--- config.mk ---
export PLATFORM = sky130hd
export DESIGN_NAME = wdog_timer
export DESIGN_NICKNAME = d
export VERILOG_FILES = /design/src/rtl/wdog_pkg.sv /design/src/rtl/wdog_key_seq.sv /design/src/rtl/wdog_count.sv /design/src/rtl/wdog_stretch.sv /design/src/rtl/wdog_timer.sv
export SDC_FILE = /design/constraint.sdc
export NUM_CORES = 1
export LEC_CHECK = 0
export ABC_CLOCK_PERIOD_IN_PS = 1730
export BUFFER_PORTS_ARGS = -buffer_cell sky130_fd_sc_hd__buf_2
export CAP_MARGIN = 5
export CORE_UTILIZATION = 30
export DETAILED_ROUTE_END_ITERATION = 8
export PLACE_DENSITY = 0.51
export SLEW_MARGIN = 20
export SYNTH_ARGS = -nofsm -noshare
export SYNTH_HDL_FRONTEND = slang
export SYNTH_SLANG_ARGS = --single-unit
--- constraint.sdc ---
create_clock -name clk -period 1.73 [get_ports clk]
set_input_delay 0.0865 -clock clk [delete_from_list [all_inputs] [get_ports clk]]
set_output_delay 0.0865 -clock clk [all_outputs]
set_load 0.005 [all_outputs]
--- src/rtl/wdog_pkg.sv ---
package wdog_pkg;

  // Maps a selector value to the counter bit that ends the window.
  // Values above top_sel saturate to top_sel.
  function automatic int unsigned sel_to_tap(input int unsigned sel,
                                             input int unsigned base,
                                             input int unsigned top_sel);
    return base + ((sel > top_sel) ? top_sel : sel);
  endfunction

  // Window length in cycles for a given tap bit.
  function automatic int unsigned tap_window(input int unsigned tap);
    return 32'd1 << tap;
  endfunction

endpackage

--- src/rtl/wdog_key_seq.sv ---
module wdog_key_seq #(
  parameter int unsigned KEY_W = 8,
  parameter logic [KEY_W-1:0] KEY_ARM = 8'h1E,
  parameter logic [KEY_W-1:0] KEY_GO  = 8'hE1
) (
  input  logic             clk,
  input  logic             rst_n,
  input  logic             wr,
  input  logic [KEY_W-1:0] wdata,
  output logic             kick_o
);
  logic primed_q;

  // Every write re-evaluates the first half of the key; idle cycles keep it.
  always_ff @(posedge clk or negedge rst_n) begin
    if (!rst_n)  primed_q <= 1'b0;
    else if (wr) primed_q <= (wdata == KEY_ARM);
  end

  assign kick_o = wr && primed_q && (wdata == KEY_GO);
endmodule

--- src/rtl/wdog_count.sv ---
module wdog_count #(
  parameter int unsigned CNT_W = 21,
  parameter int unsigned TAP_W = 5
) (
  input  logic             clk,
  input  logic             rst_n,
  input  logic             clr,
  input  logic             en,
  input  logic [TAP_W-1:0] tap,
  output logic [CNT_W-1:0] cnt_o,
  output logic             hit_o
);
  logic [CNT_W-1:0] cnt_q;

  always_ff @(posedge clk or negedge rst_n) begin
    if (!rst_n)   cnt_q <= '0;
    else if (clr) cnt_q <= '0;
    else if (en)  cnt_q <= cnt_q + 1'b1;
  end

  assign cnt_o = cnt_q;
  assign hit_o = cnt_q[tap];
endmodule

--- src/rtl/wdog_stretch.sv ---
module wdog_stretch #(
  parameter int unsigned HOLD_CYC = 96,
  localparam int unsigned HOLD_W = (HOLD_CYC > 1) ? $clog2(HOLD_CYC) : 1
) (
  input  logic clk,
  input  logic rst_n,
  input  logic fire,
  output logic active_o
);
  logic              active_q;
  logic [HOLD_W-1:0] left_q;

  always_ff @(posedge clk or negedge rst_n) begin
    if (!rst_n) begin
      active_q <= 1'b0;
      left_q   <= '0;
    end else if (!active_q) begin
      if (fire) begin
        active_q <= 1'b1;
        left_q   <= HOLD_W'(HOLD_CYC - 1);
      end
    end else if (left_q == '0) begin
      active_q <= 1'b0;
    end else begin
      left_q <= left_q - 1'b1;
    end
  end

  assign active_o = active_q;
endmodule

--- src/rtl/wdog_timer.sv ---
module wdog_timer #(
  parameter int unsigned CNT_W    = 21,
  parameter int unsigned SEL_W    = 3,
  parameter int unsigned BASE_TAP = 14,
  parameter int unsigned TOP_SEL  = 6,
  parameter int unsigned HOLD_CYC = 96,
  parameter int unsigned KEY_W    = 8,
  parameter logic [KEY_W-1:0] KEY_ARM = 8'h1E,
  parameter logic [KEY_W-1:0] KEY_GO  = 8'hE1
) (
  input  logic             clk,
  input  logic             rst_n,
  input  logic [SEL_W-1:0] tmo_sel,
  input  logic             svc_wr,
  input  logic [KEY_W-1:0] svc_wdata,
  output logic [KEY_W-1:0] svc_rdata,
  output logic             wd_reset_o,
  output logic             wd_run_o
);
  localparam int unsigned TAP_W = $clog2(CNT_W);

  logic             kick_evt;
  logic             expire_evt;
  logic             cnt_hit;
  logic             armed_q;
  logic [TAP_W-1:0] tap_idx;
  logic [CNT_W-1:0] cnt_q;

  assign tap_idx = TAP_W'(wdog_pkg::sel_to_tap(32'(tmo_sel), BASE_TAP, TOP_SEL));

  wdog_key_seq #(.KEY_W(KEY_W), .KEY_ARM(KEY_ARM), .KEY_GO(KEY_GO)) key_i (
    .clk(clk), .rst_n(rst_n), .wr(svc_wr), .wdata(svc_wdata), .kick_o(kick_evt)
  );

  always_ff @(posedge clk or negedge rst_n) begin
    if (!rst_n)        armed_q <= 1'b0;
    else if (kick_evt) armed_q <= 1'b1;
  end

  wdog_count #(.CNT_W(CNT_W), .TAP_W(TAP_W)) cnt_i (
    .clk(clk), .rst_n(rst_n),
    .clr(kick_evt | expire_evt | wd_reset_o),
    .en(armed_q), .tap(tap_idx), .cnt_o(cnt_q), .hit_o(cnt_hit)
  );

  assign expire_evt = armed_q && !wd_reset_o && cnt_hit;

  wdog_stretch #(.HOLD_CYC(HOLD_CYC)) hold_i (
    .clk(clk), .rst_n(rst_n), .fire(expire_evt), .active_o(wd_reset_o)
  );

  assign wd_run_o  = armed_q;
  assign svc_rdata = '1;
endmodule

==> results_dict.tcl <==
set metrics [dict create \
    vias 1521 \
    wl_um 4107 \
    hold_viol 0 \
    die_h_um 82.17 \
    setup_viol 0 \
    synthXorXnorAreaFrac_pct 11.36 \
    synth_warnings 0 \
    rsz0062_at_grt "yes" \
    drive_gt1_share_pct 27.57 \
    period_share_pct 99.67 \
    synth_area_leaders "dfrtp_1 40%, xnor2_1 8.2%, nor2_1 6.2%, xor2_1 3.2%, buf_4 3.1%" \
    clk_pin_slew_worst_paths_ps 60 \
    antenna_found_initial 0 \
    syn_to_final_growth_pct 22.13 \
    fin_ws_ps 5.725 \
    htreeDepth 2 \
    p_per_area_mw_per_mm2 577.1 \
    hpwl_um 3012 \
    cp-end-kind "register" \
    die-area_mm2 0.006752 \
    max_slew.worst_pin.slew_ps 730.2 \
    synth_cell_types 45 \
    final_nets 260 \
    row_count 28 \
    worstPathRequired_ps 1890 \
    cap_violations 0 \
    netlist.area_leader.share_pct 40.23 \
    fmax_mhz 580.0 \
    track_usage_pct 14.35 \
    cts_made_buffers 5 \
    p_leak_nw 0.9854 \
    path_cells "or3_4 -> o41ai_4 -> buf_4 -> xnor2_2 -> o31ai_4" \
    place_area_mm2 0.002221 \
    first_global_vias 1574 \
    cts_root_buf "clkbuf_8" \
    period_minus_slack_ps 1724 \
    drc 0 \
    cp_data_arrival_time_ps 1880 \
    synth.area.mux_share_pct 2.855 \
    grt_max_degree 32 \
    drt_iter0_drc 69 \
    start_util_pct 31.81 \
    timing.slew.headroom_pct 51.32 \
    fin_area_mm2 0.002355 \
    cts_tree "yes" \
    grt_pass1_wl_um 7093 \
    crit_fanout 4 \
    wl_per_cell_um 12.92 \
    critPathSlowestCell "or3_4" \
    tns_ps 0 \
    synth-simple-area-share_pct 23.43 \
    pre_cts_ws_ps -190.6 \
    synth_top_family_by_area "simple AND/OR/NAND/NOR gates" \
    cts_sinks 31 \
    synth_edf_count 0 \
    final-max-slew-violation-count 0 \
    core_mm2 0.006061 \
    ant_nets 0 \
    syn_inst 198 \
    outcome "finished clean" \
    fin_worst_skew_ps 3.534 \
    dr.pass1.iters 4 \
    insertedDiodeCount 0 \
    die_w_um 82.17 \
    gp_congestion 0.7161 \
    startpoint_type "register" \
    synth_seq_cells 31 \
    final_util_pct 38.85 \
    grt_overflow_total 0 \
    portBuffers 15 \
    synth.avg_cell_area_um2 9.738 \
    final_cell_mix "31 x nor2_1, 31 x dfrtp_1, 27 x buf_4, 17 x xnor2_1, 15 x buf_2" \
    yosysTopAreaCell "dfrtp_1" \
    routed_via_density 4.783 \
    min_path_type "in -> reg" \
    synthAdderAreaFrac_pct 2.596 \
    clk_latency_ps 280 \
    syn_area_mm2 0.001928 \
    worstSetupPathType "reg -> reg" \
    ys_seq_area_share_pct 40.23 \
    synth_flop_cell "dfrtp_1" \
    slowest_delay_ps 420 \
    clockBufferDepth 2 \
    synth_compound_area_share_pct 11.10 \
    ios 24 \
    irDropWorstVdd_v 0.0002017 \
    ys_async_sr_fraction_pct 100.0 \
]
==> worst max-delay path, delay by kind of cell, from the launching register on <==
kind	cells	cell delay, ps
AOI/OAI and AO/OA	2	490
and+or+nand+nor	1	420
DFF	1	380
buffers and inverters	1	200
xor gates and xnor gates	1	120
==> repair_timing <==
action | CTS | global route
endpoints found under the setup margin | 8 | 8
resized for setup | 1 | 6
hold endpoints to repair | 31 | 0
cloned | 0 | 0
pin swaps | 0 | 3
hold buffers | 1 | 0
buffers inserted | 0 | 2
==> path summary, 6_finish.rpt <==
kind                                               from                            to  slack (ps)  cells past startpoint
setup / recovery           hold_i.left_q[3]$_DFFE_PN0P_  hold_i.left_q[0]$_DFFE_PN0P_           6                      5
hold / removal                                   svc_wr    key_i.primed_q$_DFFE_PN0P_          30                      2
hold reg to reg            hold_i.left_q[1]$_DFFE_PN0P_  hold_i.left_q[1]$_DFFE_PN0P_         550                      2
setup reg to reg           hold_i.left_q[3]$_DFFE_PN0P_  hold_i.left_q[0]$_DFFE_PN0P_           6                      5
min in group asynchronous                         rst_n  hold_i.left_q[2]$_DFFE_PN0P_         400                      2
max in group asynchronous                         rst_n    cnt_i.cnt_o[5]$_DFFE_PN0P_         860                      2
==> cell families after synthesis <==
| kind of cell | after synthesis |
|---|---|
| and+or+nand+nor | 85 |
| DFF | 31 |
| xor gates and xnor gates | 25 |
| buffers and inverters | 24 |
| AOI/OAI and AO/OA | 23 |
| muxes | 5 |
| adders and majority gates | 4 |
| other | 1 |
==> synthesized netlist by cell type, types with 2 or more instances <==
| cell type | n |
|---|---|
| nor2_1 | 32 |
| dfrtp_1 | 31 |
| xnor2_1 | 18 |
| inv_1 | 10 |
| nand3_1 | 10 |
| nand2_1 | 9 |
| o21ai_0 | 9 |
| buf_4 | 8 |
| xor2_1 | 7 |
| buf_6 | 5 |
| nand4_1 | 5 |
| nor3_1 | 5 |
| nor4_1 | 5 |
| ha_1 | 4 |
| mux2i_1 | 4 |
| nand4b_1 | 3 |
| and3_1 | 2 |
| and4_1 | 2 |
| nor3b_1 | 2 |
| or2_2 | 2 |
==> per-stage QoR <==
step                      hold WS (ps)  cells  total power, mW
after floorplan                 -209.1    205           0.7918
after global placement           194.4    307           0.8239
after CTS                        21.86    316            1.384
after detailed placement         195.3    307           0.8254
after global routing             64.10    318            1.420
final                            28.10    318            1.359
==> report_power, final <==
group,leakage [nW],internal (mW),total (mW),switching [mW]
clock,0.0422,0.282,0.547,0.265
combinational,0.535,0.0363,0.0872,0.0508
sequential,0.408,0.725,0.725,0.000157
==> routing by layer <==
layer	vias to the layer above	GRT usage, %	share of wire, %
li1	763	-	-
met1	727	17.98	50
met2	26	22.81	45
met3	5	3.626	2.9
met4	0	7.193	2.0
met5	-	0	0
==> layout make-up <==
type | count | area [um^2]
sequential | 31 | 775.7
tap | 75 | 93.84
timing repair buffer | 44 | 307.8
inverter | 10 | 37.54
clock buffer | 7 | 76.32
clock inverter | 1 | 5.005
fill | 608 | 3706
multi-input combinational | 150 | 1059
==> registers in the layout, summed over array words and instances, names as in the netlist <==
register / flops
cnt_i.cnt_o: 21
hold_i.active_o: 1
hold_i.left_q: 7
key_i.primed_q: 1
wd_run_o: 1
(Power assumes the default switching activity.)
